$ cat config.mk
export PLATFORM = sky130hd
export DESIGN_NAME = branch_trace_queue
export DESIGN_NICKNAME = d
export VERILOG_FILES = /design/src/rtl/trc_pkg.sv /design/src/rtl/trc_select.sv /design/src/rtl/trc_ring.sv /design/src/rtl/branch_trace_queue.sv
export SDC_FILE = /design/constraint.sdc
export NUM_CORES = 1
export LEC_CHECK = 0
export BUFFER_PORTS_ARGS = -buffer_cell sky130_fd_sc_hd__buf_2
export CAP_MARGIN = 20
export CORE_MARGIN = 10
export CORE_UTILIZATION = 40
export CTS_BUF_LIST = sky130_fd_sc_hd__clkbuf_4 sky130_fd_sc_hd__clkbuf_8 sky130_fd_sc_hd__clkbuf_16
export DETAILED_ROUTE_END_ITERATION = 6
export SYNTH_ARGS = -nofsm -noshare
export SYNTH_HDL_FRONTEND = slang
export SYNTH_SLANG_ARGS = --single-unit
$ cat constraint.sdc
create_clock -name clk -period 15.3 [get_ports clk]
set_input_delay 2.295 -clock clk [delete_from_list [all_inputs] [get_ports clk]]
set_output_delay 2.295 -clock clk [all_outputs]
set_load 0.02 [all_outputs]
$ cat src/rtl/trc_pkg.sv
package trc_pkg;
  localparam int TRC_AW = 32;

  typedef enum logic {
    EV_JUMP = 1'b0,
    EV_TRAP = 1'b1
  } ev_kind_e;

  typedef struct packed {
    logic [TRC_AW-1:0] origin;
    logic [TRC_AW-1:0] landing;
  } trc_pair_t;

  // Circular pointer increment for any depth
  function automatic int unsigned ptr_inc(input int unsigned p, input int unsigned depth);
    return (p + 1 >= depth) ? 0 : p + 1;
  endfunction

  // Occupancy after one cycle; pop is only asserted when non-empty
  function automatic int unsigned count_next(input int unsigned c, input logic push,
                                             input logic pop, input int unsigned depth);
    if (push && pop) return c;
    if (push)        return (c == depth) ? c : c + 1;
    if (pop)         return c - 1;
    return c;
  endfunction
endpackage

$ cat src/rtl/trc_select.sv
module trc_select
  import trc_pkg::*;
(
  input  logic              trace_en,
  input  logic              ev_valid,
  input  ev_kind_e          ev_kind,
  input  logic [TRC_AW-1:0] ev_insn_addr,
  input  logic [TRC_AW-1:0] ev_target,
  input  logic [TRC_AW-1:0] ev_saved_pc,
  input  logic [TRC_AW-1:0] ev_vector,
  input  logic              ev_loop_ret,
  output logic              cap_fire,
  output trc_pair_t         cap_pair
);
  always_comb begin
    cap_fire = ev_valid && trace_en && !ev_loop_ret;
    if (ev_kind == EV_TRAP) begin
      cap_pair.origin  = ev_saved_pc;
      cap_pair.landing = ev_vector;
    end else begin
      cap_pair.origin  = ev_insn_addr;
      cap_pair.landing = ev_target;
    end
  end
endmodule

$ cat src/rtl/trc_ring.sv
module trc_ring
  import trc_pkg::*;
#(
  parameter int DEPTH = 8,
  localparam int PW = (DEPTH > 1) ? $clog2(DEPTH) : 1,
  localparam int CW = $clog2(DEPTH + 1)
) (
  input  logic          clk,
  input  logic          rst_n,
  input  logic          flush,
  input  logic          push,
  input  trc_pair_t     push_pair,
  input  logic          pop,
  output trc_pair_t     head_pair,
  output logic [CW-1:0] count,
  output logic          empty
);
  trc_pair_t     mem [DEPTH];
  logic [PW-1:0] head_q, wr_q;
  logic [CW-1:0] cnt_q;
  logic          full;
  logic          drop_oldest;
  logic [PW-1:0] waddr;

  assign full        = (cnt_q == CW'(DEPTH));
  assign empty       = (cnt_q == '0);
  assign drop_oldest = push && full && !pop;
  assign waddr       = flush ? '0 : wr_q;
  assign head_pair   = mem[head_q];
  assign count       = cnt_q;

  always_ff @(posedge clk) begin
    if (push) mem[waddr] <= push_pair;
  end

  always_ff @(posedge clk) begin
    if (!rst_n) begin
      head_q <= '0;
      wr_q   <= '0;
      cnt_q  <= '0;
    end else if (flush) begin
      head_q <= '0;
      wr_q   <= push ? PW'(ptr_inc(0, DEPTH)) : '0;
      cnt_q  <= push ? CW'(1) : '0;
    end else begin
      if (push) wr_q <= PW'(ptr_inc(int'(wr_q), DEPTH));
      if (pop || drop_oldest) head_q <= PW'(ptr_inc(int'(head_q), DEPTH));
      cnt_q <= CW'(count_next(int'(cnt_q), push, pop, DEPTH));
    end
  end


  no_overflow_chk: assert property (@(posedge clk) disable iff (!rst_n)
    cnt_q <= CW'(DEPTH));


  full_stays_full_chk: assert property (@(posedge clk) disable iff (!rst_n)
    (full && push && !flush) |=> full);


  push_pop_balance_chk: assert property (@(posedge clk) disable iff (!rst_n)
    (push && pop && !flush) |=> (cnt_q == $past(cnt_q)));
endmodule

$ cat src/rtl/branch_trace_queue.sv
module branch_trace_queue
  import trc_pkg::*;
#(
  parameter int DEPTH = 8,
  localparam int CW = $clog2(DEPTH + 1)
) (
  input  logic              clk,
  input  logic              rst_n,
  input  logic              trace_en,
  input  logic              ev_valid,
  input  logic              ev_kind,
  input  logic [TRC_AW-1:0] ev_insn_addr,
  input  logic [TRC_AW-1:0] ev_target,
  input  logic [TRC_AW-1:0] ev_saved_pc,
  input  logic [TRC_AW-1:0] ev_vector,
  input  logic              ev_loop_ret,
  input  logic              rd_en,
  input  logic              rd_sel,
  output logic [TRC_AW-1:0] rd_data,
  output logic              rd_valid,
  output logic [CW-1:0]     fill_count
);
  logic      en_q;
  logic      en_rise;
  logic      cap_fire;
  trc_pair_t cap_pair;
  trc_pair_t head_pair;
  logic      q_empty;
  logic      pop_fire;

  assign en_rise  = trace_en && !en_q;
  assign pop_fire = rd_en && rd_sel && !q_empty;

  trc_select u_sel (
    .trace_en     (trace_en),
    .ev_valid     (ev_valid),
    .ev_kind      (ev_kind_e'(ev_kind)),
    .ev_insn_addr (ev_insn_addr),
    .ev_target    (ev_target),
    .ev_saved_pc  (ev_saved_pc),
    .ev_vector    (ev_vector),
    .ev_loop_ret  (ev_loop_ret),
    .cap_fire     (cap_fire),
    .cap_pair     (cap_pair)
  );

  trc_ring #(.DEPTH(DEPTH)) u_ring (
    .clk       (clk),
    .rst_n     (rst_n),
    .flush     (en_rise),
    .push      (cap_fire),
    .push_pair (cap_pair),
    .pop       (pop_fire),
    .head_pair (head_pair),
    .count     (fill_count),
    .empty     (q_empty)
  );

  always_ff @(posedge clk) begin
    if (!rst_n) begin
      en_q     <= 1'b0;
      rd_data  <= '0;
      rd_valid <= 1'b0;
    end else begin
      en_q     <= trace_en;
      rd_valid <= rd_en && !q_empty;
      if (rd_en && !q_empty) rd_data <= rd_sel ? head_pair.landing : head_pair.origin;
      else                   rd_data <= '0;
    end
  end


  idle_when_off_chk: assert property (@(posedge clk) disable iff (!rst_n)
    (!trace_en && !pop_fire) |=> $stable(fill_count));


  loop_ret_skip_chk: assert property (@(posedge clk) disable iff (!rst_n)
    (ev_loop_ret && !pop_fire && !en_rise) |=> $stable(fill_count));


  origin_read_hold_chk: assert property (@(posedge clk) disable iff (!rst_n)
    (rd_en && !rd_sel && !cap_fire && !en_rise) |=> $stable(fill_count));


  empty_read_chk: assert property (@(posedge clk) disable iff (!rst_n)
    (rd_en && fill_count == '0) |=> (!rd_valid && rd_data == '0));


  reenable_flush_chk: assert property (@(posedge clk) disable iff (!rst_n)
    (en_rise && !cap_fire) |=> (fill_count == '0));
endmodule

==> out/results.tsv, run 1 <==
stage	metric	value	unit
global_routing	antenna_found_initial	4	
synthesis	yosysUniqueCellTypes	45	
finish	nNetsFinal	1321	
route	num_vias	10300	
synthesis	synth_area	21600	um^2
synthesis	synth-seq-area-share	75.6	%
synthesis	yosys-top-cells-area	edfxtp_1 71%, mux4_2 13%, dfxtp_1 4.4%, mux2_2 3.3%, mux2i_1 3.0%	
timing	post-route-period-util	30.1	%
route	viasPerCell	5.35	
finish	regArea	16300	um^2
floorplanning	die-area	63700	um^2
placed_design	detailed_place_hpwl	28300	um
clock_tree	insertion_delay	0.61	ns
finish	nFillCells	4492	
clock_tree	cts_tree	yes	
floorplanning	core_area	53600	um^2
global_routing	grt_start_max_net_pins	96	
placed_design	pre_cts_ws	10.02	ns
clock_tree	clk_pin_slew	0.06	ns
route	drtIter0Drc	999	
timing	hold_viol	0	
global_routing	grt_pass1_wl	71900	um
clock_tree	ctsHoldBuffers	0	
synthesis	synth_cells	989	
finish	final_cell_area	25100	um^2
power_and_ir_drop	combinationalPowerShare	4.4	%
synthesis	syn_nets	1129	
placed_design	dpl.cell_count	1819	
hold_path	hp-class	reg -> reg	
synthesis	synth-seq-cells	559	
route	wl_per_cell	25.3	um
clock_tree	clock_path_buffers	3	
clock_tree	cts_setup_buffers	0	
synthesis	synth_top_area_cell	edfxtp_1	
synthesis	yosys.area.top_type_share	71.2	%
synthesis	netlist_top_cells_count	512 x edfxtp_1, 128 x mux4_2, 65 x mux2i_1	
global_routing	grtUsageTotal	15.2	%
floorplanning	ios	173	
clock_tree	cts_root_buf	clkbuf_16	
route	ant_nets	0	
power_and_ir_drop	irDropWorstVdd	90.9	uV
power_and_ir_drop	p_sw_share	20.4	%
floorplanning	die_y	252	um
global_routing	grt_pass1_vias	10800	
floorplanning	start_util	40.3	%
placed_design	port-buffer-count	172	
timing	tightest_slew	1.07	ns
finish	area_growth	16.4	%
timing	whs	0.560	ns
timing	rsz0062_at_grt	no	
run_status	outcome	complete, no violations	
worst_setup_path	cp-start-kind	input port	
clock_tree	numCtsBuffers	56	
global_routing	overflow	0	
clock_tree	htreeDepth	2	
synthesis	synth.avg_cell_area	21.8	um^2
worst_setup_path	r2r_slack	12.26	ns
synthesis	synthMostInstantiatedCell	edfxtp_1	
timing	fin_tns_setup	0	ns
placed_design	dpl_cell_area	23300	um^2
timing	slew_violations	0	
placed_design	place_congestion	0.749	
synthesis	async_flop_share	0	%
worst_setup_path	required	15.51	ns
floorplanning	rows	85	
worst_setup_path	critPathArrivalTime	4.82	ns
route	routed_wl	48700	um
route	drc	0	
timing	timing.fmax	217	MHz
synthesis	synth_flop_cell	edfxtp_1	
timing	setup_ws	10.69	ns
power_and_ir_drop	p_sw	0.654	mW
clock_tree	cts.sinks	559	
worst_setup_path	worstPathMaxFanout	56	
timing	slew_headroom	28.6	%
worst_setup_path	worst-setup-path-type	in -> reg	
timing	setup_viol	0	
floorplanning	fp.dieW	252	um
finish	layout-drive-gt1-share	40.4	%
power_and_ir_drop	sequentialPowerShare	52.9	%
power_and_ir_drop	p_per_area	128	nW/um^2
power_and_ir_drop	power_frac_clock	42.7	%
synthesis	yosysWarnings	0	
route	first_pass_iters	4	
timing	final.min_clock_period	4.61	ns
timing	skew	0.0205	ns
finish	final_cells	1925	
finish	multi_input_comb_area	5040	um^2
worst_setup_path	end_kind	flip-flop	
run	cap_violations	0	
synthesis	synth_edf_count	512	
clock_tree	cts_resized	0	
power_and_ir_drop	p_leak	7.99	nW
power_and_ir_drop	power.internal	2.55	mW
==> placed cells by master, fill, tap and decap left out, drive strengths merged, types with 2 or more instances in the layout <==
cell type and count:
a211oi 3, a21oi 7, buf 189, bufinv 4, clkbuf 77, clkinv 19
clkinvlp 3, dfxtp 47, edfxtp 512, ha 4, inv 7, mux2 64
mux2i 65, mux4 128, nand2 6, nand2b 2, nand3 6, nand3b 4
nor2 9, nor3 7, nor3b 2, o211ai 2, o21ai 5, o22ai 35
or3 4, xnor2 2
==> flip-flops by register name (all words and copies together), names as in the netlist, named ones only <==
signal,count
en_q,1
rd_data,32
rd_valid,1
u_ring.count,3
u_ring.head_q,3
u_ring.mem,512
u_ring.wr_q,3
==> stage by stage <==
stage / power (mW) / utilization [%]
4_1_cts: 3.24 / 46.9
2_1_floorplan: 1.81 / -
6_report: 3.20 / 46.9
5_1_grt: 3.31 / 46.9
3_5_place_dp: 1.87 / 43.4
3_3_place_gp: 1.87 / 43.4
==> critical path, stage by stage <==
cell,delay [ns]
buf_2,0.11
and3b_1,0.39
nand3_1,0.35
nor3_2,0.73
buf_4,0.84
==> power by group through the flow <==
stage          logic, mW  registers, mW  clock network, mW
2_1_floorplan     0.0844           1.73                  0
3_3_place_gp       0.141           1.73                  0
3_5_place_dp       0.144           1.73                  0
4_1_cts            0.144           1.70               1.40
5_1_grt            0.154           1.70               1.46
6_report           0.141           1.70               1.37
==> final timing paths <==
path              depth (start not counted)          endpoint             start
hold / removal                            2         flip-flop  u_ring.head_q[1]
hold reg to reg                           2         flip-flop  u_ring.head_q[1]
setup reg to reg                          3  u_ring.mem[4][5]              en_q
setup / recovery                          5  u_ring.mem[4][5]       ev_loop_ret
==> cell families (layout without fill, tap and decap cells) <==
logic type               count (synthesis)  after routing  synth area share, %
adder cells (fa/ha/maj)                  4              4                0.232
buffers and inverters                   60            299                 1.29
multiplexers                           257            257                 19.7
AND/OR/NAND/NOR                         45             45                 1.21
AO/OA/AOI/OAI                           62             62                 1.89
XOR/XNOR                                 2              2               0.0812
flip-flops                             559            559                 75.6
other                                    0              1                    0
==> cell type report <==
cell class	instances	area share, %
multi-input cells	370	20.1
well taps	696	3.47
diodes	1	0.00996
flip-flops and latches	559	65.0
inverters	5	0.0747
clock buffers	77	6.40
repair buffers	189	3.99
clock inverters	28	0.996
==> per-layer routing <==
metal / track usage [%] / vias up / wire, um
met5: 0 / - / 45
met2: 24.0 / 294 / 23300
li1: - / 4549 / -
met3: 3.07 / 64 / 2690
met4: 4.64 / 6 / 958
met1: 21.0 / 5394 / 21600
No activity file was read; power rests on OpenSTA's default activity.
==> run 2, diff against run 1 <==
- ABC_AREA: default -> 1
- clock period: 15.3 -> 4.7 ns (I/O delays scaled with it)
==> run 2 against run 1 <==
Register-to-register slack got worse by 10 ns. Die area rose by 5.0%. Total power increased to 3.3 times the previous value. Count of clock-buffer cells in the layout stayed put. Final area is 3.5% higher. Largest cell class unchanged.
==> out/results.tsv, run 2 <==
stage	metric	value	unit
run_status	outcome	complete, no violations	
global_routing	grt_pass1_vias	14700	
clock_tree	numCtsBuffers	56	
timing	skew	0.0301	ns
worst_setup_path	worst-setup-path-type	reg -> reg	
timing	hold_viol	0	
placed_design	port-buffer-count	172	
worst_setup_path	cp-start-kind	flip-flop	
power_and_ir_drop	p_leak	9.13	nW
synthesis	synth_area	22800	um^2
run	cap_violations	0	
clock_tree	insertion_delay	0.62	ns
power_and_ir_drop	irDropWorstVdd	271	uV
synthesis	synth_top_area_cell	edfxtp_1	
worst_setup_path	r2r_slack	1.98	ns
route	viasPerCell	5.20	
hold_path	hold_end	en_q	
floorplanning	rows	87	
worst_setup_path	path_delay_family	buffers and inverters	
floorplanning	die_y	259	um
finish	nNetsFinal	2119	
worst_setup_path	critPathArrivalTime	3.20	ns
worst_setup_path	critPathMaxStageDelay	0.75	ns
floorplanning	core_area	56400	um^2
clock_tree	cts_resized	0	
finish	regMostFlops	u_ring.mem	
synthesis	synth_flop_cell	edfxtp_1	
finish	largest_register_ffs	512	
clock_tree	clock_path_buffers	3	
finish	mostFrequentLayoutCells	512 x edfxtp_1, 337 x nor2_1, 218 x o21ai_0	
timing	rsz0062_at_grt	no	
power_and_ir_drop	p_per_area	405	nW/um^2
finish	layout-drive-gt1-share	18.2	%
clock_tree	cts.sinks	559	
timing	slew_headroom	27.0	%
synthesis	yosysWarnings	0	
worst_setup_path	r2r_cells	6	
synthesis	yosys.area.top_type_share	67.5	%
synthesis	yosysUniqueCellTypes	29	
clock_tree	htreeDepth	2	
worst_setup_path	end_kind	flip-flop	
worst_setup_path	worstPathMaxFanout	65	
route	routed_wl	55900	um
floorplanning	fp.dieW	259	um
timing	whs	0.330	ns
route	num_vias	14500	
placed_design	detailed_place_hpwl	31200	um
synthesis	yosys-top-cells-area	edfxtp_1 68%, nor2_1 5.7%, o21ai_0 4.8%, dfxtp_1 4.1%, mux2_2 3.2%	
worst_setup_path	critical_path.slowest_cell	dfxtp_4	
clock_tree	cts_setup_buffers	0	
timing	tightest_slew	1.09	ns
timing	timing.fmax	367	MHz
clock_tree	cts_root_buf	clkbuf_16	
worst_setup_path	crit_chain	inv_4 > buf_4 > o21ai_0 > o211ai_1 > a21oi_1 > nor2_1	
finish	reg_top3	u_ring.mem x512, rd_data x32	
synthesis	netlist_top_cells_count	512 x edfxtp_1, 345 x nor2_1, 218 x o21ai_0	
route	ant_nets	0	
finish	layout_commonest_cell	edfxtp_1	
global_routing	overflow	0	
worst_setup_path	timing.rr.end	rd_data[27]	
timing	post-route-period-util	58.0	%
synthesis	async_flop_share	0	%
timing	final.min_clock_period	2.72	ns
placed_design	place_congestion	0.827	
hold_path	hold_start	trace_en	
floorplanning	ios	173	
synthesis	syn_nets	1984	
route	first_pass_iters	5	
worst_setup_path	required	5.18	ns
global_routing	grt_start_max_net_pins	136	
timing	setup_viol	0	
timing	slew_violations	0	
synthesis	synthMostInstantiatedCell	edfxtp_1	
hold_path	hold_depth	3	
floorplanning	start_util	40.4	%
synthesis	synth_edf_count	512	
timing	fin_tns_setup	0	ns
floorplanning	die-area	66900	um^2
global_routing	grtUsageTotal	16.4	%
synthesis	synth_cells	1844	
finish	area_growth	14.2	%
route	wl_per_cell	20.1	um
synthesis	synth.avg_cell_area	12.3	um^2
synthesis	synth-seq-area-share	71.7	%
hold_path	hp-class	in -> reg	
route	drc	0	
clock_tree	cts_tree	yes	
route	drtIter0Drc	1294	
clock_tree	ctsHoldBuffers	0	
global_routing	grt_pass1_wl	85800	um
global_routing	antenna_found_initial	0	
worst_setup_path	crit_buf_inv	2	
synthesis	synth-seq-cells	559	
clock_tree	clk_pin_slew	0.06	ns
-- run 2: cell count changes after synthesis, moves of 51 or more --
cell and delta:
nor2_1 +336, o21ai_1 +60, mux2i_1 -65, o21ai_0 +215, inv_1 +71, o211ai_1 +66
a21oi_1 +80, nand3_1 +51, mux4_2 -128, nand2_1 +158
-- run 2: layout make-up --
| type | instances | area, um^2 |
|---|---|---|
| clock buffer | 77 | 1600 |
| sequential | 559 | 16300 |
| tap | 756 | 946 |
| fill | 5059 | 30400 |
| antenna | 1 | 2.50 |
| multi-input combinational | 1089 | 5510 |
| timing repair buffer | 193 | 1130 |
| clock inverter | 26 | 181 |
| inverter | 80 | 309 |
-- run 2: kinds of logic (layout without fill, tap and decap cells) --
logic type      Yosys count  after routing  synth area share [%]
simple gates            572            572                  9.82
compound gates          448            448                  10.7
buf+inv                 196            376                  4.41
fa+ha+maj                 4              4                 0.220
flops                   559            559                  71.7
mux                      64             64                  3.17
other cells               0              1                     0
xor+xnor                  1              1                0.0385
-- run 2: how the worst max path moves through the flow --
stage,cells past startpoint,slack (ns),startpoint,endpoint
floorplan,6,0.31,ev_loop_ret,u_ring.mem[1][0]
global placement,6,1.45,trace_en,u_ring.mem[2][39]
detailed placement,6,1.39,trace_en,u_ring.mem[2][54]
CTS,9,1.88,flip-flop,rd_data[15]
global route,6,1.80,flip-flop,rd_data[27]
finish,6,1.98,flip-flop,rd_data[27]
-- run 2: layer usage --
layer  up-vias  track usage (%)  part of all wire [%]
met1      7080             21.4                    43
li1       6854                -                     -
met5         -                0                     0
met2       444             27.2                    48
met3        77             3.69                   6.9
met4         0             4.54                   2.2
-- run 2: power by group --
group / internal [mW] / total, mW / switching (mW)
Combinational: 0.226 / 0.694 / 0.468
Clock: 2.48 / 4.30 / 1.82
Sequential: 5.51 / 5.54 / 0.0306
-- run 2: through the flow --
step                      power, mW  worst slack, ns  cells  area (um^2)  util, %
after floorplan                6.09            0.313   1844        22800        -
after global placement         6.33             1.45   2676        24200     42.9
after detailed placement       6.34             1.39   2676        24200     42.9
after CTS                      10.6             1.88   2779        26000     46.1
after global routing           10.9             1.80   2780        26000     46.1
final                          10.5             1.98   2781        26000     46.1
-- run 2: tightest hold or removal path, cell delays in order --
cell and delay, ns:
buf_2 0.11, nand2_1 0.05, inv_1 0.04
